$ cat config.mk
export PLATFORM = sky130hd
export DESIGN_NAME = useq_ctrl
export DESIGN_NICKNAME = d
export VERILOG_FILES = /design/src/rtl/useq_pkg.sv /design/src/rtl/useq_store.sv /design/src/rtl/useq_dispatch.sv /design/src/rtl/useq_next.sv /design/src/rtl/useq_decode.sv /design/src/rtl/useq_ctrl.sv
export SDC_FILE = /design/constraint.sdc
export NUM_CORES = 1
export LEC_CHECK = 0
export ABC_AREA = 1
export ABC_CLOCK_PERIOD_IN_PS = 2200
export CORE_AREA = 2 2 39 41
export CTS_BUF_LIST = sky130_fd_sc_hd__clkbuf_8
export DETAILED_ROUTE_END_ITERATION = 10
export DIE_AREA = 0 0 41 43
export DONT_BUFFER_PORTS = 1
export GPL_TIMING_DRIVEN = 0
export PLACE_DENSITY = 0.69
export SLEW_MARGIN = 25
export SYNTH_ARGS = -nofsm -noshare
export SYNTH_HDL_FRONTEND = slang
export SYNTH_SLANG_ARGS = --single-unit
$ cat constraint.sdc
create_clock -name clk -period 2.2 [get_ports clk]
set_input_delay 0.33 -clock clk [delete_from_list [all_inputs] [get_ports clk]]
set_output_delay 0.33 -clock clk [all_outputs]
set_load 0.03 [all_outputs]
$ cat src/rtl/useq_pkg.sv
package useq_pkg;

  localparam int UA_W  = 4;
  localparam int OP_W  = 6;

  typedef enum logic [1:0] {ALU_ADD, ALU_SUB, ALU_FUNC, ALU_OR} alu_f_e;
  typedef enum logic {SA_PC, SA_RS} src1_f_e;
  typedef enum logic [2:0] {SB_RT, SB_FOUR, SB_SEXT, SB_SEXT_SH2, SB_ZEXT} src2_f_e;
  typedef enum logic [1:0] {DST_NONE, DST_RD_ALU, DST_RT_ALU, DST_RT_MEM} dst_f_e;
  typedef enum logic [2:0] {MEM_NONE, MEM_RD_PC, MEM_RD_ALU, MEM_WR_ALU} mem_f_e;
  typedef enum logic [2:0] {PCW_NONE, PCW_ALU, PCW_COND} pcw_f_e;
  typedef enum logic [1:0] {SEQ_FETCH, SEQ_DISPATCH, SEQ_NEXT} seq_f_e;

  // 2+1+3+2+3+1+3+2 = 17 bits
  typedef struct packed {
    alu_f_e  alu;
    src1_f_e src1;
    src2_f_e src2;
    dst_f_e  dst;
    mem_f_e  mem;
    logic    irw;
    pcw_f_e  pcw;
    seq_f_e  seq;
  } uword_t;

  // microaddress map
  localparam logic [UA_W-1:0] UA_FETCH  = 4'd0;
  localparam logic [UA_W-1:0] UA_DECODE = 4'd1;
  localparam logic [UA_W-1:0] UA_LD0    = 4'd2;
  localparam logic [UA_W-1:0] UA_LD1    = 4'd3;
  localparam logic [UA_W-1:0] UA_LD2    = 4'd4;
  localparam logic [UA_W-1:0] UA_ST0    = 4'd5;
  localparam logic [UA_W-1:0] UA_ST1    = 4'd6;
  localparam logic [UA_W-1:0] UA_RR0    = 4'd7;
  localparam logic [UA_W-1:0] UA_RR1    = 4'd8;
  localparam logic [UA_W-1:0] UA_BEQ    = 4'd9;
  localparam logic [UA_W-1:0] UA_ORI0   = 4'd10;
  localparam logic [UA_W-1:0] UA_ORI1   = 4'd11;

  // opcodes handled by the dispatch table
  localparam logic [OP_W-1:0] OPC_RR   = 6'h00;
  localparam logic [OP_W-1:0] OPC_BEQ  = 6'h04;
  localparam logic [OP_W-1:0] OPC_ORI  = 6'h0D;
  localparam logic [OP_W-1:0] OPC_LOAD = 6'h23;
  localparam logic [OP_W-1:0] OPC_STOR = 6'h2B;

  function automatic uword_t mk(alu_f_e a, src1_f_e s1, src2_f_e s2, dst_f_e d,
                                mem_f_e m, logic ir, pcw_f_e p, seq_f_e s);
    uword_t w;
    w.alu  = a;
    w.src1 = s1;
    w.src2 = s2;
    w.dst  = d;
    w.mem  = m;
    w.irw  = ir;
    w.pcw  = p;
    w.seq  = s;
    return w;
  endfunction

  // microprogram contents, one entry per microaddress
  function automatic uword_t ucode_word(int unsigned a);
    uword_t w;
    w = '0;
    case (a)
      32'd0:  w = mk(ALU_ADD,  SA_PC, SB_FOUR,     DST_NONE,   MEM_RD_PC,  1'b1, PCW_ALU,  SEQ_NEXT);
      32'd1:  w = mk(ALU_ADD,  SA_PC, SB_SEXT_SH2, DST_NONE,   MEM_NONE,   1'b0, PCW_NONE, SEQ_DISPATCH);
      32'd2:  w = mk(ALU_ADD,  SA_RS, SB_SEXT,     DST_NONE,   MEM_NONE,   1'b0, PCW_NONE, SEQ_NEXT);
      32'd3:  w = mk(ALU_ADD,  SA_PC, SB_RT,       DST_NONE,   MEM_RD_ALU, 1'b0, PCW_NONE, SEQ_NEXT);
      32'd4:  w = mk(ALU_ADD,  SA_PC, SB_RT,       DST_RT_MEM, MEM_NONE,   1'b0, PCW_NONE, SEQ_FETCH);
      32'd5:  w = mk(ALU_ADD,  SA_RS, SB_SEXT,     DST_NONE,   MEM_NONE,   1'b0, PCW_NONE, SEQ_NEXT);
      32'd6:  w = mk(ALU_ADD,  SA_PC, SB_RT,       DST_NONE,   MEM_WR_ALU, 1'b0, PCW_NONE, SEQ_FETCH);
      32'd7:  w = mk(ALU_FUNC, SA_RS, SB_RT,       DST_NONE,   MEM_NONE,   1'b0, PCW_NONE, SEQ_NEXT);
      32'd8:  w = mk(ALU_ADD,  SA_PC, SB_RT,       DST_RD_ALU, MEM_NONE,   1'b0, PCW_NONE, SEQ_FETCH);
      32'd9:  w = mk(ALU_SUB,  SA_RS, SB_RT,       DST_NONE,   MEM_NONE,   1'b0, PCW_COND, SEQ_FETCH);
      32'd10: w = mk(ALU_OR,   SA_RS, SB_ZEXT,     DST_NONE,   MEM_NONE,   1'b0, PCW_NONE, SEQ_NEXT);
      32'd11: w = mk(ALU_ADD,  SA_PC, SB_RT,       DST_RT_ALU, MEM_NONE,   1'b0, PCW_NONE, SEQ_FETCH);
      default: w = mk(ALU_ADD, SA_PC, SB_RT,       DST_NONE,   MEM_NONE,   1'b0, PCW_NONE, SEQ_FETCH);
    endcase
    return w;
  endfunction

  function automatic logic [UA_W-1:0] dispatch_of(logic [OP_W-1:0] opc);
    logic [UA_W-1:0] t;
    case (opc)
      OPC_RR:   t = UA_RR0;
      OPC_BEQ:  t = UA_BEQ;
      OPC_ORI:  t = UA_ORI0;
      OPC_LOAD: t = UA_LD0;
      OPC_STOR: t = UA_ST0;
      default:  t = UA_FETCH;
    endcase
    return t;
  endfunction

  function automatic logic [UA_W-1:0] next_uaddr(logic [UA_W-1:0] cur, seq_f_e s,
                                                  logic [UA_W-1:0] disp);
    logic [UA_W-1:0] n;
    case (s)
      SEQ_DISPATCH: n = disp;
      SEQ_NEXT:     n = cur + 1'b1;
      default:      n = '0;
    endcase
    return n;
  endfunction

endpackage

$ cat src/rtl/useq_store.sv
module useq_store
  import useq_pkg::*;
#(
  parameter int UADDR_W = UA_W,
  localparam int DEPTH  = 1 << UADDR_W
) (
  input  logic [UADDR_W-1:0] upc,
  output uword_t             word
);

  uword_t rom [DEPTH];

  for (genvar g = 0; g < DEPTH; g++) begin : g_entry
    assign rom[g] = ucode_word(g);
  end

  assign word = rom[upc];

endmodule

$ cat src/rtl/useq_dispatch.sv
module useq_dispatch
  import useq_pkg::*;
#(
  parameter int OPC_W   = OP_W,
  parameter int UADDR_W = UA_W
) (
  input  logic [OPC_W-1:0]   opcode,
  output logic [UADDR_W-1:0] target
);

  assign target = dispatch_of(opcode);

endmodule

$ cat src/rtl/useq_next.sv
module useq_next
  import useq_pkg::*;
#(
  parameter int UADDR_W = UA_W
) (
  input  logic [UADDR_W-1:0] upc,
  input  seq_f_e             seq,
  input  logic [UADDR_W-1:0] disp_target,
  output logic [UADDR_W-1:0] upc_next
);

  assign upc_next = next_uaddr(upc, seq, disp_target);

endmodule

$ cat src/rtl/useq_decode.sv
module useq_decode
  import useq_pkg::*;
(
  input  logic    rst,
  input  logic    alu_zero,
  input  alu_f_e  alu_f,
  input  src1_f_e src1_f,
  input  src2_f_e src2_f,
  input  dst_f_e  dst_f,
  input  mem_f_e  mem_f,
  input  logic    irw_f,
  input  pcw_f_e  pcw_f,
  output logic [1:0] alu_op,
  output logic       alu_sel_a,
  output logic [2:0] alu_sel_b,
  output logic       reg_write,
  output logic       mem_to_reg,
  output logic       reg_dst,
  output logic       mem_read,
  output logic       mem_write,
  output logic       addr_sel,
  output logic       ir_write,
  output logic       pc_write,
  output logic       pc_write_cond,
  output logic       pc_src,
  output logic       pc_load
);

  logic rw_raw, mr_raw, mw_raw, pw_raw, pwc_raw;
  logic live;

  assign live      = ~rst;
  assign alu_op    = alu_f;
  assign alu_sel_a = src1_f;
  assign alu_sel_b = src2_f;

  always_comb begin
    rw_raw     = 1'b0;
    mem_to_reg = 1'b0;
    reg_dst    = 1'b0;
    case (dst_f)
      DST_RD_ALU: begin rw_raw = 1'b1; reg_dst = 1'b1; end
      DST_RT_ALU: rw_raw = 1'b1;
      DST_RT_MEM: begin rw_raw = 1'b1; mem_to_reg = 1'b1; end
      default: ;
    endcase
  end

  always_comb begin
    mr_raw   = 1'b0;
    mw_raw   = 1'b0;
    addr_sel = 1'b0;
    case (mem_f)
      MEM_RD_PC:  mr_raw = 1'b1;
      MEM_RD_ALU: begin mr_raw = 1'b1; addr_sel = 1'b1; end
      MEM_WR_ALU: begin mw_raw = 1'b1; addr_sel = 1'b1; end
      default: ;
    endcase
  end

  always_comb begin
    pw_raw  = 1'b0;
    pwc_raw = 1'b0;
    pc_src  = 1'b0;
    case (pcw_f)
      PCW_ALU:  pw_raw = 1'b1;
      PCW_COND: begin pwc_raw = 1'b1; pc_src = 1'b1; end
      default: ;
    endcase
  end

  assign reg_write     = live & rw_raw;
  assign mem_read      = live & mr_raw;
  assign mem_write     = live & mw_raw;
  assign ir_write      = live & irw_f;
  assign pc_write      = live & pw_raw;
  assign pc_write_cond = live & pwc_raw;
  assign pc_load       = live & (pw_raw | (pwc_raw & alu_zero));

endmodule

$ cat src/rtl/useq_ctrl.sv
module useq_ctrl
  import useq_pkg::*;
#(
  parameter int OPC_W   = OP_W,
  parameter int UADDR_W = UA_W
) (
  input  logic             clk,
  input  logic             rst,
  input  logic [OPC_W-1:0] opcode,
  input  logic             alu_zero,
  output logic [1:0]       alu_op,
  output logic             alu_sel_a,
  output logic [2:0]       alu_sel_b,
  output logic             reg_write,
  output logic             mem_to_reg,
  output logic             reg_dst,
  output logic             mem_read,
  output logic             mem_write,
  output logic             addr_sel,
  output logic             ir_write,
  output logic             pc_write,
  output logic             pc_write_cond,
  output logic             pc_src,
  output logic             pc_load
);

  logic [UADDR_W-1:0] upc;
  logic [UADDR_W-1:0] upc_next;
  logic [UADDR_W-1:0] disp_target;
  uword_t             word;

  always_ff @(posedge clk) begin
    if (rst) upc <= '0;
    else     upc <= upc_next;
  end

  useq_store #(.UADDR_W(UADDR_W)) u_store (
    .upc  (upc),
    .word (word)
  );

  useq_dispatch #(.OPC_W(OPC_W), .UADDR_W(UADDR_W)) u_dispatch (
    .opcode (opcode),
    .target (disp_target)
  );

  useq_next #(.UADDR_W(UADDR_W)) u_next (
    .upc         (upc),
    .seq         (word.seq),
    .disp_target (disp_target),
    .upc_next    (upc_next)
  );

  useq_decode u_decode (
    .rst           (rst),
    .alu_zero      (alu_zero),
    .alu_f         (word.alu),
    .src1_f        (word.src1),
    .src2_f        (word.src2),
    .dst_f         (word.dst),
    .mem_f         (word.mem),
    .irw_f         (word.irw),
    .pcw_f         (word.pcw),
    .alu_op        (alu_op),
    .alu_sel_a     (alu_sel_a),
    .alu_sel_b     (alu_sel_b),
    .reg_write     (reg_write),
    .mem_to_reg    (mem_to_reg),
    .reg_dst       (reg_dst),
    .mem_read      (mem_read),
    .mem_write     (mem_write),
    .addr_sel      (addr_sel),
    .ir_write      (ir_write),
    .pc_write      (pc_write),
    .pc_write_cond (pc_write_cond),
    .pc_src        (pc_src),
    .pc_load       (pc_load)
  );

endmodule

Yosys cells after proc, flatten, opt, wreduce, memory -nomap -nowiden
Memories as Yosys holds them, arrays and structs flattened.
Cells that the tools add are included.
{ "word_totals": {"ff_bits": 4, "latchBits": 0, "ram_bits": 0, "rom_bits": 272, "in_bits": 9, "output_inout_bits": 17, "wordCells": 45, "mem_count": 1} }
{ "memory_table": {"columns": ["memory", "depth", "word_bits", "read_ports", "rd_ports_with_merged_regs", "write_ports", "line", "rtl"], "rows": [
  ["(name not given)", 16, 17, 1, 0, 0, "useq_store.sv:17", "assign word = rom[upc];"]
]} }
{ "classes": {"addsub": 1, "multipliers": 0, "div_mod_pow": 0, "order_cmp": 1, "eq_ne": 14, "shifts": 0, "n_mux": 12, "n_bitwise": 11, "n_reduce_logical": 4} }
{ "ops": {"columns": ["cell", "n"], "rows": [
  ["17-bit 2-to-1 mux", 2],
  ["4-bit one-hot mux with 5 select lines", 1],
  ["6-bit equality test, second input constant", 2],
  ["3-bit by 2-bit equality test with 1-bit output, second input constant", 3],
  ["1-bit AND", 8],
  ["1-bit 2-to-1 mux", 8],
  ["4-bit one-hot mux with 2 select lines", 1],
  ["2-bit equality test, second input constant", 3],
  ["3-bit by 1-bit equality test with 1-bit output, second input constant", 2],
  ["6-bit by 3-bit equality test with 1-bit output, second input constant", 1],
  ["6-bit by 4-bit equality test with 1-bit output, second input constant", 1],
  ["6-bit logical NOT", 1],
  ["5-bit >= comparator, second input constant", 1],
  ["4-bit inverter with 5-bit output", 1],
  ["4-bit by 1-bit adder with 4-bit output, second input constant", 1],
  ["2-bit by 1-bit equality test with 1-bit output, second input constant", 2],
  ["2-bit OR reduction", 2],
  ["3-bit OR reduction", 1],
  ["1-bit inverter", 1],
  ["1-bit OR", 1]
]} }

Depth between registers and ports, before layout
{ "depth": {"word_depth": 9, "ltp_mapped": 11, "mapped_depth_nobuf": 11} }

Cells and area by module
A second synthesis with hierarchy kept.
{ "hier_totals": {"hier_cells": 137, "area_unflattened_um2": 753.2} }
{ "by_module_without_submodules": {"columns": ["mod", "n_inst", "cells_per_inst", "area_per_inst_um2", "seq_area_each_um2"], "rows": [
  ["useq_store", 1, 47, 257.7, 0.0],
  ["useq_decode", 1, 33, 160.2, 0.0],
  ["useq_next", 1, 22, 125.1, 0.0],
  ["useq_ctrl", 1, 12, 110.1, 80.1],
  ["useq_dispatch", 1, 23, 100.1, 0.0]
]} }

Least setup slack after synthesis
No wires, ideal clock.
{ "synth_path": {"path_type": "reg-to-output", "startpoint": "register upc[1]", "endpoint": "output port pc_load", "arrival_ns": 1.707, "required_ns": 1.870, "setup_slack_ns": 0.163, "stages_incl_launch_ff": 7, "path_buffers": 0, "path_cell_list": "dfxtp_1 > inv_1 > ha_1 > inv_1 > nor2_1 > nand2_1 > a21oi_1"} }
{ "synth_between": {"elab_chain_len": 9, "elab_cells_between_ends": 11, "cone_classes": "eq/ne: 2; mux: 4; bitwise: 4; memory: 1"} }
{ "synth_rtl": {"columns": ["item", "line", "rtl"], "rows": [
  ["start: declaration", "useq_ctrl.sv:27", "logic [UADDR_W-1:0] upc;"],
  ["start signal: assignment", "useq_ctrl.sv:34", "else upc <= upc_next;"],
  ["4-bit inverter with 5-bit output (not written as such)", "useq_store.sv:17", null],
  ["memory read 16 x 17 bit", null, null],
  ["17-bit 2-to-1 mux (not written as such) (2 in series)", "useq_store.sv:17", null],
  ["3-bit by 2-bit equality test with 1-bit output", null, null],
  ["1-bit 2-to-1 mux", null, null],
  ["via pc_src", "useq_ctrl.sv:23", "output logic pc_src,"],
  ["1-bit AND", "useq_decode.sv:78", "assign pc_load = live & (pw_raw | (pwc_raw & alu_zero));"],
  ["1-bit OR", "useq_decode.sv:78", null],
  ["1-bit AND", "useq_decode.sv:78", null],
  ["end: declaration", "useq_ctrl.sv:24", "output logic pc_load"]
]} }
The timed path passes the listed nets, and every way through them passes these cells. The select of a mux whose other input is x is not followed.

Final worst setup path
{ "layout_path": {"startpoint": "register upc[0]", "endpoint": "output port mem_read"} }
{ "layout_between": {"elab_chain_len": 8, "elab_cells_between_ends": 9, "cone_classes": "eq/ne: 2; mux: 3; bitwise: 2; reduce/logical: 1; memory: 1"} }
{ "layout_rtl": {"columns": ["item", "line", "rtl"], "rows": [
  ["4-bit inverter with 5-bit output (not written as such) (*)", "useq_store.sv:17", null],
  ["memory read 16 x 17 bit (*)", null, null],
  ["17-bit 2-to-1 mux (not written as such) (*) (2 in series)", "useq_store.sv:17", null],
  ["3-bit by 1-bit equality test with 1-bit output / 3-bit by 2-bit equality test with 1-bit output (equally long branches)", "useq_decode.sv:53", "case (mem_f)"],
  ["2-bit OR reduction (no source line) (*)", null, null],
  ["1-bit 2-to-1 mux (*)", "useq_decode.sv:53", null],
  ["1-bit AND (*)", "useq_decode.sv:73", "assign mem_read = live & mr_raw;"],
  ["end: declaration", "useq_ctrl.sv:17", "output logic mem_read,"]
]} }
Every way passes the cells marked *; elsewhere a longest branch is shown, timed or not. The select of a mux whose other input is x is not followed.

==> impl_metrics.csv <==
group,metric,value,unit
status,status,"finished, final reports clean",
route,first_iter_violations,6,
route,drtPass1Iterations,4,
clock_network,cts_tree,"built",
grt,grtUsageTotal,18.8,%
power_and_ir_drop,p_leak,0.397,nW
power_and_ir_drop,clkPwrFrac,21.3,%
floorplan,rows,14,
route,vias,646,
place,port_buffers,0,
finish,fillCellCount,149,
power_and_ir_drop,switching_power,0.395,mW
timing,tightestPinTransition,893,ps
synth,netlist_area,617,um^2
clock_network,cts_sinks,4,
worst_setup_path,ff2ff_path_depth,8,
grt,grt_overflow_total,0,
timing,rsz0062_at_grt,"false",
route,viasPerCell,5.13,
finish,diodes,0,
worst_setup_path,path_buf_inv,4,
grt,grt_pass1_wl,2.25,mm
floorplan,die-area,1760,um^2
finish,final_cell_mix,"inv_1 (25), nor2_1 (17), nand2_1 (14)",
clock_network,cts_buffer_depth,2,
synth,synth_top_cell_area_share,22.3,%
power_and_ir_drop,power_density,1040,nW/um^2
grt,antenna_found_initial,0,
worst_setup_path,path_cells,"inv_1, ha_1, inv_1, nor2_1, inv_1, nand2_1, ha_1, inv_1, nor2_4",
timing,tns,0,ps
finish,regMostFlops,"upc",
finish,drive_above_1_share,14.5,%
power_and_ir_drop,seqPwrFrac,15.8,%
worst_setup_path,setup.worst_path.end_class,"output port",
synth,synth.avg_cell_area,5.76,um^2
finish,area_growth,14.2,%
place,place_ws,42.8,ps
timing,relSlewSlack,40.0,%
timing,hold_viol_final,0,
synth,ys_seq_elements,4,
finish,layout_commonest_cell,"inv_1",
timing,setup_ws,108,ps
timing,drv_slew,0,
worst_setup_path,critPathKind,"reg2out",
floorplan,io_pins,26,
worst_setup_path,crit_cells,9,
worst_setup_path,endpoint,"mem_read",
finish,top_regs,"upc (4)",
grt,grt_max_degree,9,
timing,clock_skew,1.11,ps
finish,largest_reg_flops,4,
clock_network,cts-root-buf,"clkbuf_8",
finish,finalNetCount,132,
synth,synthesis.nets,127,
floorplan,die_w,41,um
power_and_ir_drop,swShare,53.8,%
clock_network,clkTransAtPathRegs,30,ps
clock_network,insertion_delay,220,ps
worst_setup_path,cpPeakStageDelay,360,ps
min_path,hold_path_class,"in2reg",
worst_setup_path,crit_family,"adder cells",
route,totalWireLength,1.36,mm
job,cap_violations,0,
synth,yosysWarnings,0,
worst_setup_path,cpMostUsedCell,"inv_1",
timing,finalSetupViolations,0,
timing,max_freq,478,MHz
route,drc,0,
floorplan,core_area,1380,um^2
worst_setup_path,regToRegStartpoint,"upc[2]",
synth,syn_inst,107,
timing,finalCriticalPeriod,2090,ps
synth,synthTopCellsByArea,"ha_1 (22%), inv_1 (15%), nor2_1 (13%), dfxtp_1 (13%), nand2_1 (8.5%)",
route,ant_nets,0,
worst_setup_path,rr_endpoint,"upc[1]",
worst_setup_path,crit_fanout,5,
clock_network,cts_hold_buf,0,
power_and_ir_drop,ir_drop,0.000407,V
power_and_ir_drop,finalPower,0.734,mW
worst_setup_path,crit_path_start_kind,"register",
synth,seq_area_frac_synth,13.0,%
worst_setup_path,critical_path.slowest_cell,"dfxtp_2",
synth,yosysTopAreaCell,"ha_1",
worst_setup_path,regToRegSetupSlack,400,ps
grt,grt_pass1_vias,586,
place,place_congestion,0.723,
clock_network,cts_buffers,3,
timing,period_share,95.1,%
worst_setup_path,critical_path.startpoint,"upc[0]",
synth,synth_cell_types,15,
worst_setup_path,required,1870,ps
floorplan,initial_utilization,44.6,%
place,dp.final_hpwl,1.09,mm
power_and_ir_drop,p_comb_share,62.8,%
floorplan,die_h,43,um
clock_network,h-tree-depth,1,
route,post_drt_wl_per_cell,10.8,um
power_and_ir_drop,p_int,0.339,mW
worst_setup_path,worstPathArrival,1760,ps
==> final cells by class <==
cell class	count	area, um^2	area share [%]
multi-input combinational	77	463	65.7
inverter	26	97.6	13.9
sequential	4	82.6	11.7
clock buffer	3	41.3	5.86
tap	16	20.0	2.84
==> worst min-delay path by stage <==
stage,start,to,slack [ps],cells after the start
2_1_floorplan,rst,upc[0],530,2
4_1_cts,rst,upc[0],310,2
3_5_place_dp,rst,upc[0],550,2
6_report,rst,upc[0],320,2
5_1_grt,rst,upc[0],320,2
3_3_place_gp,rst,upc[1],550,2
==> metrics by stage <==
step / hold WS, ps / util (%) / area (um^2) / std cells
3_3_place_gp: 552 / 46.0 / 637 / 123
6_report: 315 / 50.9 / 704 / 126
5_1_grt: 318 / 50.9 / 704 / 126
3_5_place_dp: 547 / 46.0 / 637 / 123
2_1_floorplan: 526 / - / 617 / 107
4_1_cts: 310 / 50.3 / 696 / 126
==> power by group through the flow <==
stage | Combinational, mW | Sequential [mW] | Clock [mW]
2_1_floorplan | 0.377 | 0.106 | 0
3_3_place_gp | 0.430 | 0.111 | 0
3_5_place_dp | 0.436 | 0.113 | 0
4_1_cts | 0.459 | 0.114 | 0.163
5_1_grt | 0.514 | 0.118 | 0.165
6_report | 0.461 | 0.116 | 0.157
==> timing repair <==
item,4_1_cts,5_1_grt
resized for setup,6,6
hold endpoints to repair,0,0
setup buffers,0,0
setup endpoints to repair,5,5
==> cell usage after synthesis <==
cell      instances
inv_2             1
a21oi_1           7
nand3b_1          2
dfxtp_1           4
nor3_1            2
a211o_1           1
or2_2             3
nor2_1           22
o21bai_1          1
nand3_1           9
ha_1             11
o21ai_0           4
inv_1            25
nand2_1          14
nand2_2           1
==> layer usage <==
layer  wire, um  vias up  global-route usage, %
li1           -      337                      -
met5          0        -                      0
met3         88        3                   3.66
met4         28        0                   12.0
met2        676       23                   30.0
met1        570      283                   21.3
==> kinds of logic (layout without fill, tap and decap cells) <==
| family | count (synthesis) | count (layout) | synth area share, % |
|---|---|---|---|
| AOI/OAI and AO/OA | 13 | 13 | 11.6 |
| buffers and inverters | 26 | 29 | 15.8 |
| and+or+nand+nor | 53 | 53 | 37.3 |
| adders and majority gates | 11 | 11 | 22.3 |
| DFF | 4 | 4 | 13.0 |
Power figures use the tool's default switching activity.
